**src/rtl/esc_pkg.sv**
```systemverilog
// Shared types for the error signaling controller.
// Assumes: message severity fits two bits; device status is four flags.
package esc_pkg;
    typedef enum logic [1:0] {
        SEV_NONE = 2'b00,
        SEV_COR  = 2'b01,
        SEV_NF   = 2'b10,
        SEV_FAT  = 2'b11
    } esc_sev_e;

    localparam int DS_W   = 4;
    localparam int DS_COR = 0;
    localparam int DS_NF  = 1;
    localparam int DS_FAT = 2;
    localparam int DS_UR  = 3;
endpackage

```
**src/rtl/esc_vet.sv**
```systemverilog
// Event validation: keeps only the supported bits of the event's class and
// flags whether exactly one bit survives.
// Assumes: the supported masks are fixed at elaboration.
module esc_vet #(
    parameter int               W       = 32,
    parameter logic [W-1:0]     COR_SUP = '1,
    parameter logic [W-1:0]     UNC_SUP = '1
) (
    input  logic [W-1:0] raw,
    input  logic         is_cor,
    output logic [W-1:0] vec,
    output logic         ok
);
    localparam logic [W-1:0] ONE = {{(W-1){1'b0}}, 1'b1};

    // per-bit class mask
    for (genvar i = 0; i < W; i++) begin : g_bit
        assign vec[i] = raw[i] & (is_cor ? COR_SUP[i] : UNC_SUP[i]);
    end

    // exactly one bit left
    assign ok = (vec != '0) && ((vec & (vec - ONE)) == '0);
endmodule

```
**src/rtl/esc_decide.sv**
```systemverilog
// Signaling decision for one validated event: which status bits to set,
// whether to request logging, whether a message goes up and its severity.
// Assumes: vec is one-hot; purely combinational.
module esc_decide
    import esc_pkg::*;
#(
    parameter int W       = 32,
    parameter int UR_BIT  = 20,
    parameter int ADV_BIT = 13
) (
    input  logic [W-1:0]    vec,
    input  logic            is_cor,
    input  logic            maybe_adv,
    input  logic [W-1:0]    cor_mask,
    input  logic [W-1:0]    unc_mask,
    input  logic [W-1:0]    unc_sev,
    input  logic            cor_en,
    input  logic            nf_en,
    input  logic            fat_en,
    input  logic            ur_en,
    input  logic            serr_en,
    output logic [W-1:0]    cor_set,
    output logic [W-1:0]    unc_set,
    output logic [DS_W-1:0] dsta_set,
    output logic            log_want,
    output logic            send,
    output esc_sev_e        sev
);
    localparam logic [W-1:0] ADV_ONEHOT = {{(W-1){1'b0}}, 1'b1} << ADV_BIT;

    logic         is_ur;
    logic         fatal;
    logic [W-1:0] cvec;

    // class and severity of the event
    assign is_ur = !is_cor && vec[UR_BIT];
    assign fatal = !is_cor && ((vec & unc_sev) != '0);
    assign cvec  = is_cor ? vec : ADV_ONEHOT;

    // correctable / advisory path versus uncorrectable path
    always_comb begin
        cor_set  = '0;
        unc_set  = '0;
        dsta_set = '0;
        log_want = 1'b0;
        send     = 1'b0;
        sev      = SEV_NONE;
        if (is_cor || (!fatal && maybe_adv)) begin
            dsta_set[DS_COR] = 1'b1;
            dsta_set[DS_UR]  = is_ur;
            cor_set          = cvec;
            if ((cor_mask & cvec) == '0) begin
                if (!is_cor) begin
                    unc_set  = vec;
                    log_want = ((unc_mask & vec) == '0);
                end
                send = cor_en && !(is_ur && !ur_en);
                sev  = SEV_COR;
            end
        end else begin
            dsta_set[DS_FAT] = fatal;
            dsta_set[DS_NF]  = !fatal;
            dsta_set[DS_UR]  = is_ur;
            unc_set          = vec;
            if ((unc_mask & vec) == '0) begin
                log_want = 1'b1;
                if (is_ur && !ur_en && !serr_en) begin
                    send = 1'b0;
                end else begin
                    send = fatal ? (serr_en || fat_en) : (serr_en || nf_en);
                end
                sev = fatal ? SEV_FAT : SEV_NF;
            end
        end
    end
endmodule

```
**src/rtl/esc_regs.sv**
```systemverilog
// State of the controller: sticky status registers, the message pulse
// register and the pending follow-on overflow flag with its source ID.
// Assumes: go is high for exactly the cycles in which an event is processed.
module esc_regs
    import esc_pkg::*;
#(
    parameter int W     = 32,
    parameter int SRC_W = 16
) (
    input  logic             clk,
    input  logic             rst_n,
    input  logic             go,
    input  logic [W-1:0]     cor_set,
    input  logic [W-1:0]     unc_set,
    input  logic [DS_W-1:0]  dsta_set,
    input  logic             send,
    input  esc_sev_e         sev,
    input  logic [SRC_W-1:0] src,
    input  logic             pend_nxt,
    output logic [W-1:0]     cor_status,
    output logic [W-1:0]     unc_status,
    output logic [DS_W-1:0]  dev_status,
    output logic             msg_valid,
    output esc_sev_e         msg_sev,
    output logic [SRC_W-1:0] msg_src,
    output logic             pend,
    output logic [SRC_W-1:0] pend_src
);
    // status accumulation
    always_ff @(posedge clk) begin
        if (!rst_n) begin
            cor_status <= '0;
            unc_status <= '0;
            dev_status <= '0;
        end else if (go) begin
            cor_status <= cor_status | cor_set;
            unc_status <= unc_status | unc_set;
            dev_status <= dev_status | dsta_set;
        end
    end

    // one-cycle message pulse
    always_ff @(posedge clk) begin
        if (!rst_n) begin
            msg_valid <= 1'b0;
            msg_sev   <= SEV_NONE;
            msg_src   <= '0;
        end else begin
            msg_valid <= go && send;
            msg_sev   <= (go && send) ? sev : SEV_NONE;
            msg_src   <= (go && send) ? src : '0;
        end
    end

    // follow-on overflow event bookkeeping
    always_ff @(posedge clk) begin
        if (!rst_n) begin
            pend     <= 1'b0;
            pend_src <= '0;
        end else begin
            pend <= pend_nxt;
            if (pend_nxt) begin
                pend_src <= src;
            end
        end
    end

    p_pulse_origin_r10: assert property (@(posedge clk) disable iff (!rst_n)
        msg_valid |-> $past(go));
endmodule

```
**src/rtl/err_signal_ctrl.sv**
```systemverilog
// PCIe device error signaling controller (top).
// Accepts one error event per handshake, validates it, updates status,
// requests header logging, issues the upstream message and, on log overflow,
// runs a correctable header-log-overflow event in the following cycle.
// Assumes: log_ovf is a same-cycle answer to log_req; HLO_BIT and ADV_BIT
// are supported correctable bits.
module err_signal_ctrl
    import esc_pkg::*;
#(
    parameter int                W       = 32,
    parameter int                SRC_W   = 16,
    parameter logic [W-1:0]      COR_SUP = 32'h0000_F1C1,
    parameter logic [W-1:0]      UNC_SUP = 32'h003F_F030,
    parameter int                UR_BIT  = 20,
    parameter int                ADV_BIT = 13,
    parameter int                HLO_BIT = 15
) (
    input  logic             clk,
    input  logic             rst_n,
    input  logic             evt_valid,
    output logic             evt_ready,
    input  logic [W-1:0]     evt_status,
    input  logic             evt_is_cor,
    input  logic             evt_maybe_adv,
    input  logic [SRC_W-1:0] evt_src,
    input  logic [W-1:0]     cor_mask,
    input  logic [W-1:0]     unc_mask,
    input  logic [W-1:0]     unc_sev,
    input  logic             ctl_cor_en,
    input  logic             ctl_nf_en,
    input  logic             ctl_fat_en,
    input  logic             ctl_ur_en,
    input  logic             cmd_serr_en,
    output logic             log_req,
    output logic [W-1:0]     log_status,
    input  logic             log_ovf,
    output logic [W-1:0]     cor_status,
    output logic [W-1:0]     unc_status,
    output logic [DS_W-1:0]  dev_status,
    output logic             msg_valid,
    output logic [1:0]       msg_sev,
    output logic [SRC_W-1:0] msg_src
);
    localparam logic [W-1:0] HLO_ONEHOT = {{(W-1){1'b0}}, 1'b1} << HLO_BIT;

    logic             pend;
    logic [SRC_W-1:0] pend_src;
    logic             accept;
    logic [W-1:0]     sel_raw;
    logic             sel_cor;
    logic             sel_adv;
    logic [SRC_W-1:0] sel_src;
    logic [W-1:0]     vec;
    logic             ok;
    logic             go;
    logic [W-1:0]     cor_set;
    logic [W-1:0]     unc_set;
    logic [DS_W-1:0]  dsta_set;
    logic             log_want;
    logic             send;
    esc_sev_e         sev;
    esc_sev_e         msg_sev_e;
    logic             pend_nxt;

    // handshake: blocked only while the follow-on event runs
    assign evt_ready = !pend;
    assign accept    = evt_valid && evt_ready;

    // event source: external event or internal overflow event
    assign sel_raw = pend ? HLO_ONEHOT : evt_status;
    assign sel_cor = pend || evt_is_cor;
    assign sel_adv = !pend && evt_maybe_adv;
    assign sel_src = pend ? pend_src : evt_src;

    esc_vet #(
        .W       (W),
        .COR_SUP (COR_SUP),
        .UNC_SUP (UNC_SUP)
    ) u_vet (
        .raw    (sel_raw),
        .is_cor (sel_cor),
        .vec    (vec),
        .ok     (ok)
    );

    esc_decide #(
        .W       (W),
        .UR_BIT  (UR_BIT),
        .ADV_BIT (ADV_BIT)
    ) u_decide (
        .vec       (vec),
        .is_cor    (sel_cor),
        .maybe_adv (sel_adv),
        .cor_mask  (cor_mask),
        .unc_mask  (unc_mask),
        .unc_sev   (unc_sev),
        .cor_en    (ctl_cor_en),
        .nf_en     (ctl_nf_en),
        .fat_en    (ctl_fat_en),
        .ur_en     (ctl_ur_en),
        .serr_en   (cmd_serr_en),
        .cor_set   (cor_set),
        .unc_set   (unc_set),
        .dsta_set  (dsta_set),
        .log_want  (log_want),
        .send      (send),
        .sev       (sev)
    );

    // processing strobe and log request
    assign go         = pend || (accept && ok);
    assign log_req    = go && log_want;
    assign log_status = log_req ? vec : '0;

    // follow-on only after a sent message whose log overflowed
    assign pend_nxt = accept && ok && log_want && log_ovf && send;

    esc_regs #(
        .W     (W),
        .SRC_W (SRC_W)
    ) u_regs (
        .clk        (clk),
        .rst_n      (rst_n),
        .go         (go),
        .cor_set    (cor_set),
        .unc_set    (unc_set),
        .dsta_set   (dsta_set),
        .send       (send),
        .sev        (sev),
        .src        (sel_src),
        .pend_nxt   (pend_nxt),
        .cor_status (cor_status),
        .unc_status (unc_status),
        .dev_status (dev_status),
        .msg_valid  (msg_valid),
        .msg_sev    (msg_sev_e),
        .msg_src    (msg_src),
        .pend       (pend),
        .pend_src   (pend_src)
    );

    assign msg_sev = msg_sev_e;

    p_reject_quiet_r1: assert property (@(posedge clk) disable iff (!rst_n)
        (accept && !ok) |=> (!msg_valid && $stable(cor_status)
                             && $stable(unc_status) && $stable(dev_status)));

    p_masked_nolog_r5: assert property (@(posedge clk) disable iff (!rst_n)
        (accept && !evt_is_cor && ((evt_status & UNC_SUP & unc_mask) != '0))
            |-> !log_req);

    p_log_onehot_r6: assert property (@(posedge clk) disable iff (!rst_n)
        log_req |-> $onehot(log_status));

    p_block_cause_r9: assert property (@(posedge clk) disable iff (!rst_n)
        !evt_ready |-> $past(log_req && log_ovf));

    p_block_once_r9: assert property (@(posedge clk) disable iff (!rst_n)
        !evt_ready |=> evt_ready);

    p_sev_coded_r10: assert property (@(posedge clk) disable iff (!rst_n)
        msg_valid |-> (msg_sev != 2'b00));
endmodule

```
**config.mk**
```make
export PLATFORM = sky130hd
export DESIGN_NAME = err_signal_ctrl
export DESIGN_NICKNAME = d
export VERILOG_FILES = /design/src/rtl/esc_pkg.sv /design/src/rtl/esc_vet.sv /design/src/rtl/esc_decide.sv /design/src/rtl/esc_regs.sv /design/src/rtl/err_signal_ctrl.sv
export SDC_FILE = /design/constraint.sdc
export NUM_CORES = 1
export LEC_CHECK = 0
export ABC_AREA = 1
export BUFFER_PORTS_ARGS = -buffer_cell sky130_fd_sc_hd__buf_4
export CORE_MARGIN = 1
export CORE_UTILIZATION = 49
export DETAILED_ROUTE_END_ITERATION = 16
export PLACE_DENSITY_LB_ADDON = 0.2
export SYNTH_ARGS = -nofsm -noshare
export SYNTH_HDL_FRONTEND = slang
export SYNTH_HIERARCHICAL = 1
export SYNTH_SLANG_ARGS = --single-unit
export TNS_END_PERCENT = 10
```
**constraint.sdc**
```tcl
create_clock -name clk -period 3.6 [get_ports clk]
set_input_delay 0.36 -clock clk [delete_from_list [all_inputs] [get_ports clk]]
set_output_delay 0.36 -clock clk [all_outputs]
set_load 0.02 [all_outputs]
```
* After elaboration in Yosys (flattened, before gate mapping)
Index checks and enable logic that the tools add are counted.
** Storage, ports and cells
- Input port bits :: 155
- Logic and storage cells :: 85
- Flip-flop bits (word level) :: 104
** Cells by class
- Bitwise gates (word level) :: 19
- Reductions and logical operators :: 32
- Mux-type cells :: 25
- Add/subtract/negate cells :: 1
** Operators by type and width (number)
- logical NOT 32 bit :: 3
- two-way mux 32 bit :: 3
- two-way mux 22 bit :: 4
- AND 22 x 32 -> 32 bit :: 2
- bitwise OR 32 bit :: 2
- nonzero test 32 bit :: 2
- AND 32 x 22 -> 32 bit :: 1
- AND 32 bit :: 1
- subtractor 22 x 1 -> 23 bit (second input constant) :: 1
- two-way mux 16 bit :: 1
- logical AND 1 bit :: 15
- two-way mux 1 bit :: 14
- AND 1 bit :: 12
- logical NOT 1 bit :: 6
- two-way mux 2 bit :: 3
- logical OR 1 bit :: 5
- bitwise OR 4 bit :: 1
- AND reduction 2 bit :: 1

* Depth between registers and ports, before layout
- Depth after elaboration :: 13
- Depth in mapped cells :: 25

* Modules after synthesis
Netlist, hierarchy kept.
** By module, submodules not included
- esc_regs :: times used 1, cells each 436, area an instance 3490.8 µm², seq. area each 2082.0 µm²
- esc_decide :: times used 1, cells each 345, area an instance 1497.7 µm², seq. area each 0.0 µm²
- err_signal_ctrl :: times used 1, cells each 196, area an instance 869.6 µm², seq. area each 0.0 µm²
- esc_vet :: times used 1, cells each 121, area an instance 633.1 µm², seq. area each 0.0 µm²

* Worst setup path after synthesis
No wires, ideal clock.
- Path type :: register -> output
- Start :: register u_regs.pend
- End :: output log_status[12]
- Data arrival time :: 2.585 ns
- Stages on the path, launching flop included :: 19
- Path slack :: 0.655 ns
- Buffers on the path :: 4
- Cell sequence :: dfxtp_1 -> buf_6 -> buf_2 -> or2_2 -> buf_6 -> nor2_1 -> nand2_1 -> nand2_1 -> nor2_1 -> nand2_1 -> nor2_1 -> nand2_1 -> nand2_1 -> inv_1 -> nor2_1 -> a21oi_1 -> nand2_4 -> buf_6 -> nor2_2
** Between the ends
- Word-level cells in the longest chain between the ends :: 12
- Elaborated cells on any way between the ends :: 44
** Ends and longest elaborated chain
- start, declared :: line esc_regs.sv:26 : output logic pend,
- start signal, assigned :: line esc_regs.sv:61 : pend <= pend_nxt;
- logical OR 1 bit * :: line err_signal_ctrl.sv:71 : assign sel_cor = pend || evt_is_cor;
- net sel_cor :: line err_signal_ctrl.sv:50 : logic sel_cor;
- two-way mux 1 bit * :: line esc_vet.sv:18 : assign vec[i] = raw[i] & (is_cor ? COR_SUP[i] : UNC_SUP[i]);
- AND 1 bit * :: line esc_vet.sv:18
- net vec[17] :: line err_signal_ctrl.sv:53 : logic [W-1:0] vec;
- AND 22 x 32 -> 32 bit :: line esc_decide.sv:37 : assign fatal = !is_cor && ((vec & unc_sev) != '0);
- nonzero test 32 bit :: line esc_decide.sv:37
- logical AND 1 bit :: line esc_decide.sv:37
- logical NOT 1 bit :: line esc_decide.sv:48 : if (is_cor || (!fatal && maybe_adv)) begin
- logical AND 1 bit :: line esc_decide.sv:48
- logical OR 1 bit :: line esc_decide.sv:48
- two-way mux 1 bit * :: line esc_decide.sv:48
- net log_want :: line err_signal_ctrl.sv:59 : logic log_want;
- logical AND 1 bit * :: line err_signal_ctrl.sv:112 : assign log_req = go && log_want;
- two-way mux 22 bit * :: line err_signal_ctrl.sv:113 : assign log_status = log_req ? vec : '0;
- end, declared :: line err_signal_ctrl.sv:35 : output logic [W-1:0] log_status,
Mark *: on every way through the listed nets, which the timed path passes. The rest lies on a longest branch.

* Worst setup path in the final report
- Start :: register u_regs.pend
- End :: output log_req
** Between the ends
- Word-level cells in the longest chain between the ends :: 11
- Elaborated cells on any way between the ends :: 43
** Ends and longest elaborated chain
- logical OR 1 bit * :: line err_signal_ctrl.sv:71
- net sel_cor :: line err_signal_ctrl.sv:50
- two-way mux 1 bit * :: line esc_vet.sv:18
- AND 1 bit * :: line esc_vet.sv:18
- net vec[0] :: line err_signal_ctrl.sv:53
- AND 22 x 32 -> 32 bit :: line esc_decide.sv:37
- nonzero test 32 bit :: line esc_decide.sv:37
- logical AND 1 bit :: line esc_decide.sv:37
- logical NOT 1 bit :: line esc_decide.sv:48
- logical AND 1 bit :: line esc_decide.sv:48
- logical OR 1 bit :: line esc_decide.sv:48
- two-way mux 1 bit * :: line esc_decide.sv:48
- net log_want :: line err_signal_ctrl.sv:59
- logical AND 1 bit * :: line err_signal_ctrl.sv:112
- end, declared :: line err_signal_ctrl.sv:34 : output logic log_req,
Marked as above.

==> load_flow_metrics.sql <==
INSERT INTO impl_metrics (metric_group, metric, value, unit) VALUES
('final_layout', 'filler_cell_count', '1197', ''),
('worst_setup_path', 'worstSetupEndpointType', 'output port', ''),
('place', 'post-place-cells', '1454', ''),
('outcome', 'outcome', 'completed', ''),
('worst_setup_path', 'critPathLaunch', 'u_regs/pend$_SDFF_PN0_', ''),
('place', 'hpwl', '15.8', 'mm'),
('worst_setup_path', 'worstReg2RegStart', 'u_regs/pend$_SDFF_PN0_', ''),
('sta', 'final-max-slew-violation-count', '0', ''),
('global_routing', 'grt_busiest_layer', 'met2', ''),
('sta', 'max_slew.worst_pin.slew', '1.11', 'ns'),
('detailed_routing', 'total_wire_length', '21.3', 'mm'),
('place', 'io_buffers', '243', ''),
('die', 'chipWidth', '116', 'um'),
('global_routing', 'grtUsageMet3', '5.60', '%'),
('sta', 'fmax', '288', 'MHz'),
('die', 'initial_utilization', '50.3', '%'),
('global_routing', 'grt.total_usage', '31.6', '%'),
('die', 'chipHeight', '116', 'um'),
('final_layout', 'layout_cells_sized_above_1', '30.0', '%'),
('sta', 'timing.max_slew.rel_slack', '25.9', '%'),
('sta', 'post-route-period-util', '96.5', '%'),
('final_layout', 'antenna-diode-count', '0', ''),
('clocking', 'cts.sinks', '104', ''),
('final_layout', 'layout.cells.non_filler', '1475', ''),
('place', 'globalplace.congestion', '0.909', ''),
('clocking', 'cts_tree', 'built', ''),
('synth', 'synth.cell_area', '6370', 'um^2'),
('clocking', 'tritoncts.num_buffers', '9', ''),
('final_layout', 'area_growth', '34.7', '%'),
('worst_setup_path', 'setup.reg_to_reg.worst_slack', '0.57', 'ns'),
('global_routing', 'use_met2', '52.2', '%'),
('sta', 'finalHoldViolations', '0', ''),
('final_layout', 'final_net_count', '1453', ''),
('global_routing', 'grt_max_degree', '61', ''),
('worst_hold_path', 'kind_of_path_behind_the_tightest_hold_check', 'input port to register', ''),
('detailed_routing', 'drcViolationCount', '0', ''),
('worst_setup_path', 'worst_ep_required_time', '3.24', 'ns'),
('final_layout', 'multiInputGateArea', '3080', 'um^2'),
('die', 'io_pins', '276', ''),
('die', 'area_of_the_core_region', '12700', 'um^2'),
('sta', 'setup_ws', '0.126', 'ns'),
('place', 'worst_case_setup_slack_after_placement', '0.203', 'ns'),
('final_layout', 'postLayoutCoreUtil', '67.7', '%'),
('worst_setup_path', 'cp-start-kind', 'register', ''),
('sta', 'fin_worst_skew', '0.00790', 'ns'),
('global_routing', 'grt_overflow', '0', ''),
('synth', 'synthCells', '1066', ''),
('detailed_routing', 'detail_route.iter0.violations', '601', ''),
('worst_setup_path', 'critical_path.endpoint', 'log_req', ''),
('global_routing', 'grt_antenna_before_repair', '0', ''),
('global_routing', 'grt_first_pass_wirelength', '31.7', 'mm'),
('worst_setup_path', 'timing.critical_path.arrival', '3.11', 'ns'),
('synth', 'ys.warnings.count', '6', ''),
('worst_setup_path', 'crit_type', 'register to output port', ''),
('detailed_routing', 'final_antenna_net_count', '0', ''),
('sta', 'fin_tns_setup', '0', 'ns'),
('worst_setup_path', 'timing.rr.end', 'u_regs/pend_src[13]$_SDFFE_PN0P_', ''),
('synth', 'post_synth.cell_area_avg', '5.98', 'um^2'),
('clocking', 'clk_pin_slew_worst_paths', '0.07', 'ns'),
('detailed_routing', 'post_dr_wirelength_cell', '14.5', 'um'),
('detailed_routing', 'detailedRoute.firstPassIterationCount', '5', ''),
('final_layout', 'seqCellArea', '2080', 'um^2'),
('clocking', 'cts_max_level', '3', ''),
('place', 'place_area', '8170', 'um^2'),
('global_routing', 'via_count_of_the_first_global_routing_pass', '6090', ''),
('final_layout', 'finalInstanceArea', '8580', 'um^2'),
('worst_setup_path', 'critPathMaxFanout', '13', ''),
('power_and_ir_drop', 'leakage', '0.00462', 'uW'),
('power_and_ir_drop', 'power_per_cell_area', '314', 'nW/um^2'),
('clocking', 'max-clock-path-buffers', '2', ''),
('power_and_ir_drop', 'max-vdd-ir-drop', '0.276', 'mV'),
('clocking', 'clk_latency', '0.36', 'ns'),
('sta', 'post-route-min-period', '3.47', 'ns'),
('die', 'floorplan.rows', '41', ''),
('clocking', 'cts_root_buffer', 'clkbuf_16', ''),
('die', 'die_area', '13500', 'um^2'),
('sta', 'finalSetupViolations', '0', ''),
('detailed_routing', 'via_per_inst', '4.64', ''),
('global_routing', 'grt_util_met1', '40.7', '%'),
('detailed_routing', 'detailroute.via_count', '6839', ''),
('run', 'max_cap_violations', '0', ''),
('worst_setup_path', 'number_of_cells_on_the_worst_reg_to_reg_path', '18', '');
## worst max-delay path: stages, from the launching register on
cell     delay (ns)
dfxtp_1        0.33
or2_4          0.33
nand2_2        0.16
inv_1          0.14
nand2_1        0.09
nand2_1        0.05
nor2_1         0.21
nand2_1        0.08
nor2_1         0.09
nand2_1        0.13
nand2_1        0.15
inv_1          0.07
nor2_1         0.25
a21oi_4        0.17
nand2_4        0.27
inv_1          0.07
buf_4          0.16
## power by group
group          switching, uW  leakage, uW  internal, uW
Clock                    488     0.000160           624
Combinational            248      0.00362           183
Sequential             0.569     0.000837          1150
## layout by cell type (no fill, tap or decap)
cell type   instances
dfxtp_1           104
conb_1             16
nand3_4             1
bufinv_16           2
inv_6               3
nor2_4              1
a21oi_4             1
nand4_1             4
nor3_1              1
nor2_1            117
or2_4               2
nand3b_1            1
nand2_2            15
nand3_1            22
clkinv_8            1
buf_12              2
a21boi_1            1
clkinvlp_4          1
o21ai_2             1
nand2_4             8
o21ai_1             2
clkbuf_16           9
o21ai_0             7
inv_2              13
inv_1             211
nand2_8             2
buf_4             264
nor3_2              1
nand2_1           361
a21oi_1            62
and3_1              1
inv_4               2
nor2_2             62
o22ai_1             2
## layer usage
| layer | vias to the layer above | share of wire (%) | wire, um |
|---|---|---|---|
| met5 | - | 0 | 0 |
| met1 | 2989 | 42 | 8950 |
| met4 | 0 | 2.7 | 580 |
| li1 | 3494 | - | - |
| met3 | 40 | 9.0 | 1910 |
| met2 | 316 | 46 | 9890 |
## flip-flops by register name, summed over array words and instances (netlist names)
signal             flops
u_regs/dev_status      4
u_regs/msg_sev         2
u_regs/msg_src        16
u_regs/cor_status     32
u_regs/pend            1
u_regs/msg_valid       1
u_regs/unc_status     32
u_regs/pend_src       16
## metrics by stage
stage          power [uW]  hold WS (ns)
3_5_place_dp         1580         0.435
5_1_grt              2810         0.327
6_report             2690         0.320
2_1_floorplan        1430         0.449
4_1_cts              2690         0.310
3_3_place_gp         1580         0.432
## worst min path at each step
| stage | from | to | slack (ns) | depth (start not counted) |
|---|---|---|---|---|
| floorplan | u_regs/pend_src[0]$_SDFFE_PN0P_ | u_regs/pend_src[0]$_SDFFE_PN0P_ | 0.45 | 2 |
| CTS | evt_src[6] | u_regs/msg_src[6]$_SDFF_PN0_ | 0.31 | 5 |
| finish | evt_src[6] | u_regs/msg_src[6]$_SDFF_PN0_ | 0.32 | 5 |
| global placement | u_regs/cor_status[30]$_SDFFE_PN0P_ | u_regs/cor_status[30]$_SDFFE_PN0P_ | 0.43 | 2 |
| detailed placement | u_regs/cor_status[30]$_SDFFE_PN0P_ | u_regs/cor_status[30]$_SDFFE_PN0P_ | 0.43 | 2 |
| global route | evt_src[6] | u_regs/msg_src[6]$_SDFF_PN0_ | 0.33 | 5 |
## what timing repair did
item	4_1_cts	5_1_grt
endpoints found under the setup margin	17	17
setup buffers	0	3
hold endpoints to repair	0	0
hold buffers	0	0
gates cloned	0	2
resized for setup	3	7
pin swaps	0	2
## cell type report
type	count	share of cell area, %
Multi-Input combinational cell	691	35.8
Tap cell	172	2.51
Inverter	226	9.94
Sequential cell	104	24.3
Timing Repair Buffer	266	23.6
Clock inverter	7	1.28
Clock buffer	9	2.62
No activity file was read; power rests on OpenSTA's default activity.
